<file path="config.mk">
export PLATFORM = sky130hd
export DESIGN_NAME = pid_share_ctrl
export DESIGN_NICKNAME = d
export VERILOG_FILES = /design/src/rtl/psc_pkg.sv /design/src/rtl/psc_err_ring.sv /design/src/rtl/psc_accum.sv /design/src/rtl/psc_mix.sv /design/src/rtl/pid_share_ctrl.sv
export SDC_FILE = /design/constraint.sdc
export NUM_CORES = 2
export LEC_CHECK = 0
export ABC_AREA = 1
export CAP_MARGIN = 20
export CORE_MARGIN = 8
export CORE_UTILIZATION = 59
export CTS_CLUSTER_DIAMETER = 100
export CTS_CLUSTER_SIZE = 25
export DETAILED_ROUTE_END_ITERATION = 8
export PLACE_DENSITY = 0.81
export SYNTH_ARGS = -nofsm -noshare
export SYNTH_HDL_FRONTEND = slang
export SYNTH_HIERARCHICAL = 1
export SYNTH_SLANG_ARGS = --single-unit
</file>
<file path="constraint.sdc">
create_clock -name clk -period 11.66 [get_ports clk]
set_clock_uncertainty 0.2 [all_clocks]
set_input_delay 2.332 -clock clk [delete_from_list [all_inputs] [get_ports clk]]
set_output_delay 2.332 -clock clk [all_outputs]
set_load 0.02 [all_outputs]
</file>
<file path="src/rtl/psc_pkg.sv">
package psc_pkg;
  localparam int unsigned PSC_LATENCY = 4;

  function automatic longint sat_sym(input longint v, input longint lim);
    if (v > lim)       return lim;
    else if (v < -lim) return -lim;
    else               return v;
  endfunction
endpackage

</file>
<file path="src/rtl/psc_err_ring.sv">
module psc_err_ring #(
  parameter int DEPTH = 10,
  parameter int W     = 9
) (
  input  logic                clk,
  input  logic                rst,
  input  logic                push,
  input  logic signed [W-1:0] din,
  output logic signed [W-1:0] evicted
);
  localparam int PW = $clog2(DEPTH);

  logic signed [W-1:0] mem [DEPTH];
  logic [DEPTH-1:0]    filled;
  logic [PW-1:0]       ptr;
  logic signed [W-1:0] rd_q;
  logic                rd_filled;

  // storage without reset: read-first single port, RAM-friendly
  always_ff @(posedge clk) begin
    if (push) begin
      rd_q     <= mem[ptr];
      mem[ptr] <= din;
    end
  end

  always_ff @(posedge clk) begin
    if (rst) begin
      ptr       <= '0;
      filled    <= '0;
      rd_filled <= 1'b0;
    end else if (push) begin
      rd_filled   <= filled[ptr];
      filled[ptr] <= 1'b1;
      ptr         <= (ptr == PW'(DEPTH-1)) ? '0 : ptr + 1'b1;
    end
  end

  assign evicted = rd_filled ? rd_q : '0;

  p_ptr_in_range_r4: assert property (@(posedge clk) disable iff (rst)
    ptr < PW'(DEPTH));
  p_fresh_slot_zero_r5: assert property (@(posedge clk) disable iff (rst)
    !rd_filled |-> evicted == '0);
endmodule

</file>
<file path="src/rtl/psc_accum.sv">
module psc_accum
  import psc_pkg::*;
#(
  parameter int ERR_W = 9,
  parameter int SUM_W = 13,
  parameter int INT_W = 24
) (
  input  logic                    clk,
  input  logic                    rst,
  input  logic                    s1_vld,
  input  logic signed [ERR_W-1:0] err,
  input  logic signed [ERR_W-1:0] evicted,
  output logic signed [SUM_W-1:0] wsum,
  output logic signed [ERR_W:0]   delta,
  output logic signed [INT_W-1:0] integ,
  output logic                    s3_vld
);
  localparam longint IMAX = (longint'(1) <<< (INT_W-1)) - 1;

  logic   s2_vld;
  longint integ_next;

  always_comb begin
    integ_next = sat_sym(longint'(integ) + longint'(wsum), IMAX);
  end

  always_ff @(posedge clk) begin
    if (rst) begin
      wsum   <= '0;
      delta  <= '0;
      integ  <= '0;
      s2_vld <= 1'b0;
      s3_vld <= 1'b0;
    end else begin
      s2_vld <= s1_vld;
      s3_vld <= s2_vld;
      if (s1_vld) begin
        wsum  <= wsum + SUM_W'(err) - SUM_W'(evicted);
        delta <= (ERR_W+1)'(err) - (ERR_W+1)'(evicted);
      end
      if (s2_vld) integ <= INT_W'(integ_next);
    end
  end

  p_integ_no_wrap_r6: assert property (@(posedge clk) disable iff (rst)
    (s2_vld && wsum >= 0) |=> integ >= $past(integ));
  p_integ_no_wrap_neg_r6: assert property (@(posedge clk) disable iff (rst)
    (s2_vld && wsum <= 0) |=> integ <= $past(integ));
  p_sums_hold_r4: assert property (@(posedge clk) disable iff (rst)
    !s1_vld |=> $stable(wsum));
endmodule

</file>
<file path="src/rtl/psc_mix.sv">
module psc_mix #(
  parameter int GAIN_W  = 16,
  parameter int SUM_W   = 13,
  parameter int DW      = 10,
  parameter int INT_W   = 24,
  parameter int FRAC    = 8,
  parameter int OUT_W   = 7,
  parameter int OUT_MAX = 100
) (
  input  logic                     clk,
  input  logic                     rst,
  input  logic                     s3_vld,
  input  logic signed [GAIN_W-1:0] kp,
  input  logic signed [GAIN_W-1:0] ki,
  input  logic signed [GAIN_W-1:0] kd,
  input  logic signed [SUM_W-1:0]  wsum,
  input  logic signed [DW-1:0]     delta,
  input  logic signed [INT_W-1:0]  integ,
  output logic [OUT_W-1:0]         share,
  output logic                     out_valid
);
  localparam int ACC_W = GAIN_W + INT_W + 3;

  logic signed [ACC_W-1:0] acc, scaled;
  logic [OUT_W-1:0]        lim;

  always_comb begin
    acc = ACC_W'(kp) * ACC_W'(wsum)
        + ACC_W'(ki) * ACC_W'(integ)
        + ACC_W'(kd) * ACC_W'(delta);
    scaled = acc >>> FRAC;
    if (scaled < 0)                       lim = '0;
    else if (scaled > ACC_W'(OUT_MAX))    lim = OUT_W'(OUT_MAX);
    else                                  lim = OUT_W'(scaled);
  end

  always_ff @(posedge clk) begin
    if (rst) begin
      share     <= '0;
      out_valid <= 1'b0;
    end else begin
      out_valid <= s3_vld;
      if (s3_vld) share <= lim;
    end
  end

  p_share_limit_r7: assert property (@(posedge clk) disable iff (rst)
    share <= OUT_W'(OUT_MAX));
  p_share_hold_r8: assert property (@(posedge clk) disable iff (rst)
    !out_valid |-> $stable(share));
endmodule

</file>
<file path="src/rtl/pid_share_ctrl.sv">
module pid_share_ctrl #(
  parameter int CNT_W   = 8,
  parameter int DEPTH   = 10,
  parameter int GAIN_W  = 16,
  parameter int INT_W   = 24,
  parameter int FRAC    = 8,
  parameter int OUT_W   = 7,
  parameter int OUT_MAX = 100
) (
  input  logic              clk,
  input  logic              rst,
  input  logic              win_start,
  input  logic [CNT_W-1:0]  meas_cnt,
  input  logic [CNT_W-1:0]  ref_share,
  input  logic [GAIN_W-1:0] kp,
  input  logic [GAIN_W-1:0] ki,
  input  logic [GAIN_W-1:0] kd,
  output logic [OUT_W-1:0]  share_out,
  output logic              out_valid
);
  localparam int ERR_W = CNT_W + 1;
  localparam int SUM_W = ERR_W + $clog2(DEPTH) + 1;

  logic signed [ERR_W-1:0] err_now, err_q, evicted;
  logic                    s1_vld, s3_vld;
  logic signed [SUM_W-1:0] wsum;
  logic signed [ERR_W:0]   delta;
  logic signed [INT_W-1:0] integ;

  assign err_now = $signed({1'b0, ref_share}) - $signed({1'b0, meas_cnt});

  always_ff @(posedge clk) begin
    if (rst) begin
      err_q  <= '0;
      s1_vld <= 1'b0;
    end else begin
      s1_vld <= win_start;
      if (win_start) err_q <= err_now;
    end
  end

  psc_err_ring #(.DEPTH(DEPTH), .W(ERR_W)) u_ring (
    .clk(clk), .rst(rst), .push(win_start), .din(err_now), .evicted(evicted)
  );

  psc_accum #(.ERR_W(ERR_W), .SUM_W(SUM_W), .INT_W(INT_W)) u_accum (
    .clk(clk), .rst(rst), .s1_vld(s1_vld), .err(err_q), .evicted(evicted),
    .wsum(wsum), .delta(delta), .integ(integ), .s3_vld(s3_vld)
  );

  psc_mix #(.GAIN_W(GAIN_W), .SUM_W(SUM_W), .DW(ERR_W+1), .INT_W(INT_W),
            .FRAC(FRAC), .OUT_W(OUT_W), .OUT_MAX(OUT_MAX)) u_mix (
    .clk(clk), .rst(rst), .s3_vld(s3_vld),
    .kp($signed(kp)), .ki($signed(ki)), .kd($signed(kd)),
    .wsum(wsum), .delta(delta), .integ(integ),
    .share(share_out), .out_valid(out_valid)
  );

  p_valid_latency_r2: assert property (@(posedge clk) disable iff (rst)
    out_valid |-> $past(win_start, 4));
  p_valid_single_r2: assert property (@(posedge clk) disable iff (rst)
    out_valid |=> !out_valid);
endmodule

</file>
* Word level (Yosys, flattened, before mapping) *
Memories as Yosys holds them, arrays and structs flattened. A register that Yosys moved wholly into a read port is not among the register bits.
Index checks and enable logic that the tools add are counted.
Widths: inputs -> output; s select.

operators by class
  bitwise operators = 1
  equal/unequal tests = 1
  multiply operators = 3
  muxes and demuxes = 12
  magnitude comparators = 6
  $add $sub $neg = 8
  reduce and logical (&&, ||, !) cells = 1

operators with widths
  cell                  count
  $mux 24               2
  $add 43x26->43        1
  $add 43x43->43        1
  $mul 16x24->40        1
  $gt 35x8->1 const B   1
  $lt 35x1->1 const B   1
  $mul 16x14->30        1
  $mul 16x10->26        1
  $add 24x14->25        1
  $gt 25x24->1 const B  1
  $lt 25x24->1 const B  1
  $add 14x9->14         1
  $mux 7                2
  $sub 14x9->14         1
  $or 10x10->10         1
  $sub 9x9->10          1
  $mux 9                1
  $sub 8x8->9           1
  $lt 4x5->1 const B    1
  $add 4x1->4 const B   1
  $bmux 1 s4            1
  $demux 1 s4           1
  $eq 4x4->1 const B    1
  $ge 4x1->1 const B    1
  3 further kinds       6

word-level totals
  RAM bits = 90
  output and inout bits = 8
  input bits = 67
  register bits after elaboration = 83
  logic and storage cells = 45
  memories kept = 1

memories
  memory      depth  width  rd ports  clocked after memory_dff  wr ports  RTL line            RTL
  u_ring.mem  10     9      1         1                         1         psc_err_ring.sv:13  logic signed [W-1:0] mem [DEPTH];

* Depth between registers and ports, before layout *
  word-level depth = 6
  mapped depth = 40
  mapped depth without buffers = 38

* Hierarchy *
The synthesis kept the hierarchy.

modules (own cells, without submodules)
  module          cells each  area an instance (µm²)  sequential area each (µm²)  instances
  psc_mix         3999        31943.1                 160.2                       1
  psc_accum       806         5187.5                  1001.0                      1
  psc_err_ring    363         4503.1                  3273.1                      1
  pid_share_ctrl  133         828.3                   200.2                       1

* Worst setup path before layout *
Ideal clock, no wire load.

  path type = input to register
  from = input port kd[15]
  to = register u_mix.share[0]
  buffers on the path = 1
  path slack = 2.079 ns
  cell stages on the path = 31
  required time = 11.402 ns
  arrival time = 9.324 ns
  setup time = 0.058 ns
  cell sequence = clkbuf_1 > nand2_1 > inv_1 > fa_1 > fa_1 > inv_1 > fa_1 > fa_1 > inv_1 > fa_1 > fa_1 > fa_1 > inv_1 > fa_1 > inv_1 > ha_1 > nand2_1 > nor2_1 > inv_1 > nor2_1 > inv_1 > nor3_2 > nand2_1 > nand2_1 > nor2_1 > a21oi_1 > nand3_1 > nor2_2 > nand3_2 > nor2_1 > o21a_1

on the way
  longest elaborated chain between the ends = 5
  elaborated cells between the ends (all ways) = 6
  those cells by class = add/sub: 1; mul: 1; order compare: 2; mux: 2

ends and longest elaborated chain
  element               RTL line              RTL
  start, declared       pid_share_ctrl.sv:17  input logic [GAIN_W-1:0] kd,
  $mul 16x10->26 (*)    psc_mix.sv:30         + ACC_W'(kd) * ACC_W'(delta);
  $add 43x26->43 (*)    psc_mix.sv:30
  $gt 35x8->1           psc_mix.sv:33         else if (scaled > ACC_W'(OUT_MAX)) lim = OUT_W'(OUT_MAX);
  $mux 7                psc_mix.sv:33
  $mux 7 (*)            psc_mix.sv:32         if (scaled < 0) lim = '0;
  end signal, assigned  psc_mix.sv:43         if (s3_vld) share <= lim;
  end, declared         psc_mix.sv:19         output logic [OUT_W-1:0] share,

Mark *: on every way between the ends. The rest lies on a longest branch, timed or not.
A chain may end at the register's enable or synchronous reset.

* Final worst setup path *
  from = input port kp[15]
  to = register u_mix.share[5]

on the way
  longest elaborated chain between the ends = 6
  elaborated cells between the ends (all ways) = 7
  those cells by class = add/sub: 2; mul: 1; order compare: 2; mux: 2

ends and longest elaborated chain
  element             RTL line              RTL
  start, declared     pid_share_ctrl.sv:15  input logic [GAIN_W-1:0] kp,
  $mul 16x14->30 (*)  psc_mix.sv:28         acc = ACC_W'(kp) * ACC_W'(wsum)
  $add 43x43->43 (*)  psc_mix.sv:29         + ACC_W'(ki) * ACC_W'(integ)
  $add 43x26->43 (*)  psc_mix.sv:30
  $gt 35x8->1         psc_mix.sv:33
  $mux 7              psc_mix.sv:33
  $mux 7 (*)          psc_mix.sv:32

Marks and branches as above.

==> run summary <==
After routing the design area is 44500 µm². The flow ran to the end, and the final reports show no timing, DRC or antenna violations. The tools report the floorplan die area as 80800 µm². The worst setup path is captured at a flip-flop. The logs give 1 for the number of antenna violations at the first check in global routing and 187 mm for the global-route wire length before repair. The logs give 51 for the pin count of the biggest net entering global routing and 0 for the DRC violation count after routing.

The path class of the tightest hold or removal check is flip-flop to flip-flop. In this run, synthesis produced a sequential element count of 182. For the slack of the worst reg-to-reg path, the log shows 2.87 ns. The mapped netlist covers 42500 µm². The synthesized area per cell is 8.01 µm².

sky130_fd_sc_hd__fa_1 takes more of the synthesized area than any other cell. In this run the tool buffered the top-level ports with 74 buffer cells. The detail route stage leaves a number of antenna-violating nets equal to 0. Number of hold violations in the final report: 0. Of the synthesized area, sequential elements account for 10.9%. Measured against its own limit, the worst slew margin works out to 25.6%.

In this run the horizontal extent of the chip is 284 µm. Of all nets on the critical path, the largest fanout is 14. By area the synthesized netlist is led by sky130_fd_sc_hd__fa_1 44%, sky130_fd_sc_hd__inv_1 15%, sky130_fd_sc_hd__nand2_1 12%. For the pin with the worst max-slew slack, the measured transition is 1.11 ns. The path with the worst hold slack has its endpoint at u_ring/filled[6]$_SDFFE_PP0P_. The most common cell in the synthesized netlist is sky130_fd_sc_hd__inv_1.

Total of max-cap violations: 0. For the worst-skew pair, the clock arrives at the later sink with an insertion delay of 0.46 ns. The proportion of layout cells with a drive suffix above 1 was 3.95%; the die outline height was 284 µm.

The number of nets handed over by synthesis was 6513. The average routed wire per standard cell works out to 18.5 µm. The predominant post-synthesis flop cell was sky130_fd_sc_hd__edfxtp_1. The area growth from synthesis to final layout is 4.79%, and the number of hold-repair buffers added at the cts stage is 0. Once the floorplan was initialized, standard cells occupied 59.5% of the core.

TritonCTS created 17 clock buffers. Dividing the final minimum period by the clock period gives 91.2%. TritonCTS built the clock tree. The run gives 115 mm as the post-detailed-routing wire length. At the worst endpoint, the required time is 11.77 ns. In this run the critical register-to-register path is captured at u_mix/share[5]$_SDFFE_PP0P_. Worst-case reg-to-reg path depth: 28. The synthesized design devotes to its leading area cell type 43.8% of total area.

The number of gates resized after CTS was 0. The via count of the first global-routing pass was 35516. The worst hold path stage count works out to 2. The clock slew seen by the registers of the worst setup and hold paths was 0.07 ns; the aggregate global-route resource usage was 29.2%. Cells fill 62.4% of the core in the end. The number of flops mapped to enable cells by yosys was 99. Setup repair after global routing left no endpoint under its margin. The worst setup path is of the input pin to flip-flop kind.

Synthesis produced 5301 cells. The worst register-to-register path begins at u_accum/delta[1]$_SDFFE_PP0P_. Dividing the detail-routed via count by the number of cells gives 5.31.

The source of the worst hold timing path was u_ring/filled[6]$_SDFFE_PP0P_. The tree built by TritonCTS fans out to 182 sinks. Counting the fill cells in the layout gives 6088. Based on the critical path, the design can be clocked at up to 0.0940 GHz.

Synthesis instantiated 57 different standard cells from the library. The H-tree was split into 4 levels. The number of cell rows was 98; the signal arrival time at the worst endpoint was 10.75 ns. Routability-driven placement finished with a final weighted congestion of 0.999. The region available for standard cell placement spans 71400 µm². In the final design database the tool counted 6462 nets. Kind of start point of the critical path: an input pin. The first detailed-routing pass took 6 iterations. The number of max-slew violations in the final report came out at 0. The post-CTS setup repair buffer count is 0, and the proportion of synthesized flip-flops having asynchronous set or reset is 0%. For the count of routing violations after the opening detailed-route iteration, the log shows 2740. For the total setup violations reported at the end of the flow, the log shows 0. The logs give 33017 for the routed via count and 43900 µm² for the placed instance area. The worst hold slack across all endpoints is 0.272 ns. Detailed placement ended at an HPWL of 96.0 mm. Adding up every negative setup slack in the final design gives 0 ns. Clock tree synthesis selected as its root buffer the cell sky130_fd_sc_hd__clkbuf_16. The count of inserted antenna diode cells was 0. The routed design could run at a clock period as short as 10.64 ns.

By count the netlist is led by 1652 x sky130_fd_sc_hd__inv_1, 1331 x sky130_fd_sc_hd__nand2_1, 930 x sky130_fd_sc_hd__fa_1, 240 x sky130_fd_sc_hd__nor2_1, 215 x sky130_fd_sc_hd__ha_1. The synthesis warning total was 6. The clock passes through at most 2 buffers. Pin placement for this block handled 75 I/O pins. The tools report the sum of overflow across all layers after global routing as 0.
[worst max-delay path: stages]
cell and delay [ns]:
sky130_fd_sc_hd__clkdlybuf4s50_1 1.00, sky130_fd_sc_hd__nand2_1 0.31, sky130_fd_sc_hd__fa_1 0.59, sky130_fd_sc_hd__fa_1 0.55
sky130_fd_sc_hd__inv_1 0.22, sky130_fd_sc_hd__fa_1 0.80, sky130_fd_sc_hd__fa_1 0.52, sky130_fd_sc_hd__ha_1 0.53
sky130_fd_sc_hd__inv_1 0.24, sky130_fd_sc_hd__fa_1 0.52, sky130_fd_sc_hd__inv_1 0.06, sky130_fd_sc_hd__fa_1 0.54
sky130_fd_sc_hd__inv_1 0.05, sky130_fd_sc_hd__fa_1 0.47, sky130_fd_sc_hd__inv_1 0.04, sky130_fd_sc_hd__ha_1 0.33
sky130_fd_sc_hd__a21oi_1 0.28, sky130_fd_sc_hd__o21ai_0 0.17, sky130_fd_sc_hd__inv_1 0.08, sky130_fd_sc_hd__nand2_1 0.10
sky130_fd_sc_hd__a21oi_1 0.14, sky130_fd_sc_hd__nand2_1 0.10, sky130_fd_sc_hd__a21oi_2 0.14, sky130_fd_sc_hd__nand3_1 0.10
sky130_fd_sc_hd__nor2_2 0.24, sky130_fd_sc_hd__nand4_1 0.12, sky130_fd_sc_hd__nand2_1 0.09, sky130_fd_sc_hd__a21oi_1 0.06
[worst max-delay path by stage]
stage / startpoint / endpoint / cells past startpoint
floorplan: kd[15] / u_mix/share[0]$_SDFFE_PP0P_ / 31
global placement: kp[15] / u_mix/share[6]$_SDFFE_PP0P_ / 29
detailed placement: kp[15] / u_mix/share[2]$_SDFFE_PP0P_ / 31
CTS: kp[15] / u_mix/share[0]$_SDFFE_PP0P_ / 31
global route: kp[15] / u_mix/share[5]$_SDFFE_PP0P_ / 29
finish: kp[15] / u_mix/share[5]$_SDFFE_PP0P_ / 28
[metrics by stage]
stage          instances  setup slack, ns
2_1_floorplan       5301             2.08
3_3_place_gp        6178            0.688
3_5_place_dp        6178            0.629
4_1_cts             6210             1.10
5_1_grt             6213            0.427
6_report            6213             1.02
[layer usage]
layer	global-route usage [%]	up-vias	wire, µm
li1	-	14861	-
met1	36.3	16351	43600
met2	48.4	1454	55300
met3	4.99	351	8770
met4	16.1	0	7240
met5	0	-	0
[logic make-up after synthesis]
logic type / synth area share (%)
and+or+nand+nor: 17.8
adders and majority gates: 50.2
AOI/OAI and AO/OA: 3.61
buffers and inverters: 16.7
xor gates and xnor gates: 0.822
DFF: 10.9
[final cells by class]
type	instances	area [µm²]	share of cell area (%)
Clock buffer	17	425	0.956
Sequential cell	182	4630	10.4
Inverter	1666	6260	14.1
Tap cell	950	1190	2.67
Timing Repair Buffer	117	1080	2.42
Clock inverter	15	170	0.382
Multi-Input combinational cell	3266	30700	69.1
[registers in the layout (all words and copies together) (netlist names), 4 cells and up]
register / count
u_ring/mem: 90
u_accum/integ: 24
u_accum/wsum: 14
u_accum/delta: 10
u_ring/filled: 10
err_q: 9
u_ring/rd_q: 9
u_mix/share: 7
u_ring/ptr: 4
[layout by cell type (no fill, tap or decap), types with 3 or more instances in the layout]
cell | Yosys | final
sky130_fd_sc_hd__inv_1 | 1652 | 1652
sky130_fd_sc_hd__nand2_1 | 1331 | 1331
sky130_fd_sc_hd__fa_1 | 930 | 930
sky130_fd_sc_hd__nor2_1 | 240 | 240
sky130_fd_sc_hd__ha_1 | 215 | 215
sky130_fd_sc_hd__edfxtp_1 | 99 | 99
sky130_fd_sc_hd__a21oi_1 | 98 | 98
sky130_fd_sc_hd__nand3_1 | 95 | 95
sky130_fd_sc_hd__o21ai_0 | 84 | 84
sky130_fd_sc_hd__dfxtp_1 | 83 | 83
sky130_fd_sc_hd__clkdlybuf4s50_1 | 0 | 73
sky130_fd_sc_hd__buf_4 | 3 | 42
sky130_fd_sc_hd__nand4_1 | 39 | 39
sky130_fd_sc_hd__a21oi_2 | 24 | 24
sky130_fd_sc_hd__xnor2_1 | 21 | 21
sky130_fd_sc_hd__or2_2 | 21 | 21
sky130_fd_sc_hd__nand2_2 | 20 | 20
sky130_fd_sc_hd__clkbuf_16 | 0 | 17
sky130_fd_sc_hd__xor2_1 | 17 | 17
sky130_fd_sc_hd__a22oi_1 | 17 | 17
sky130_fd_sc_hd__nor2_2 | 15 | 15
sky130_fd_sc_hd__nand3b_1 | 13 | 13
sky130_fd_sc_hd__nor3_1 | 13 | 13
sky130_fd_sc_hd__nand3_2 | 12 | 12
sky130_fd_sc_hd__inv_2 | 12 | 12
sky130_fd_sc_hd__nor2_4 | 8 | 8
sky130_fd_sc_hd__o21bai_1 | 7 | 7
sky130_fd_sc_hd__inv_6 | 1 | 5
sky130_fd_sc_hd__and2_1 | 5 | 5
sky130_fd_sc_hd__o21a_1 | 5 | 5
sky130_fd_sc_hd__clkinv_8 | 0 | 4
sky130_fd_sc_hd__a31oi_1 | 4 | 4
sky130_fd_sc_hd__a21o_1 | 4 | 4
sky130_fd_sc_hd__clkinv_4 | 0 | 3
sky130_fd_sc_hd__nor2_8 | 3 | 3
sky130_fd_sc_hd__nor3_2 | 3 | 3
Power is not shown: default switching activity piles up to over one toggle a cycle in this logic, so the estimate is an artifact.
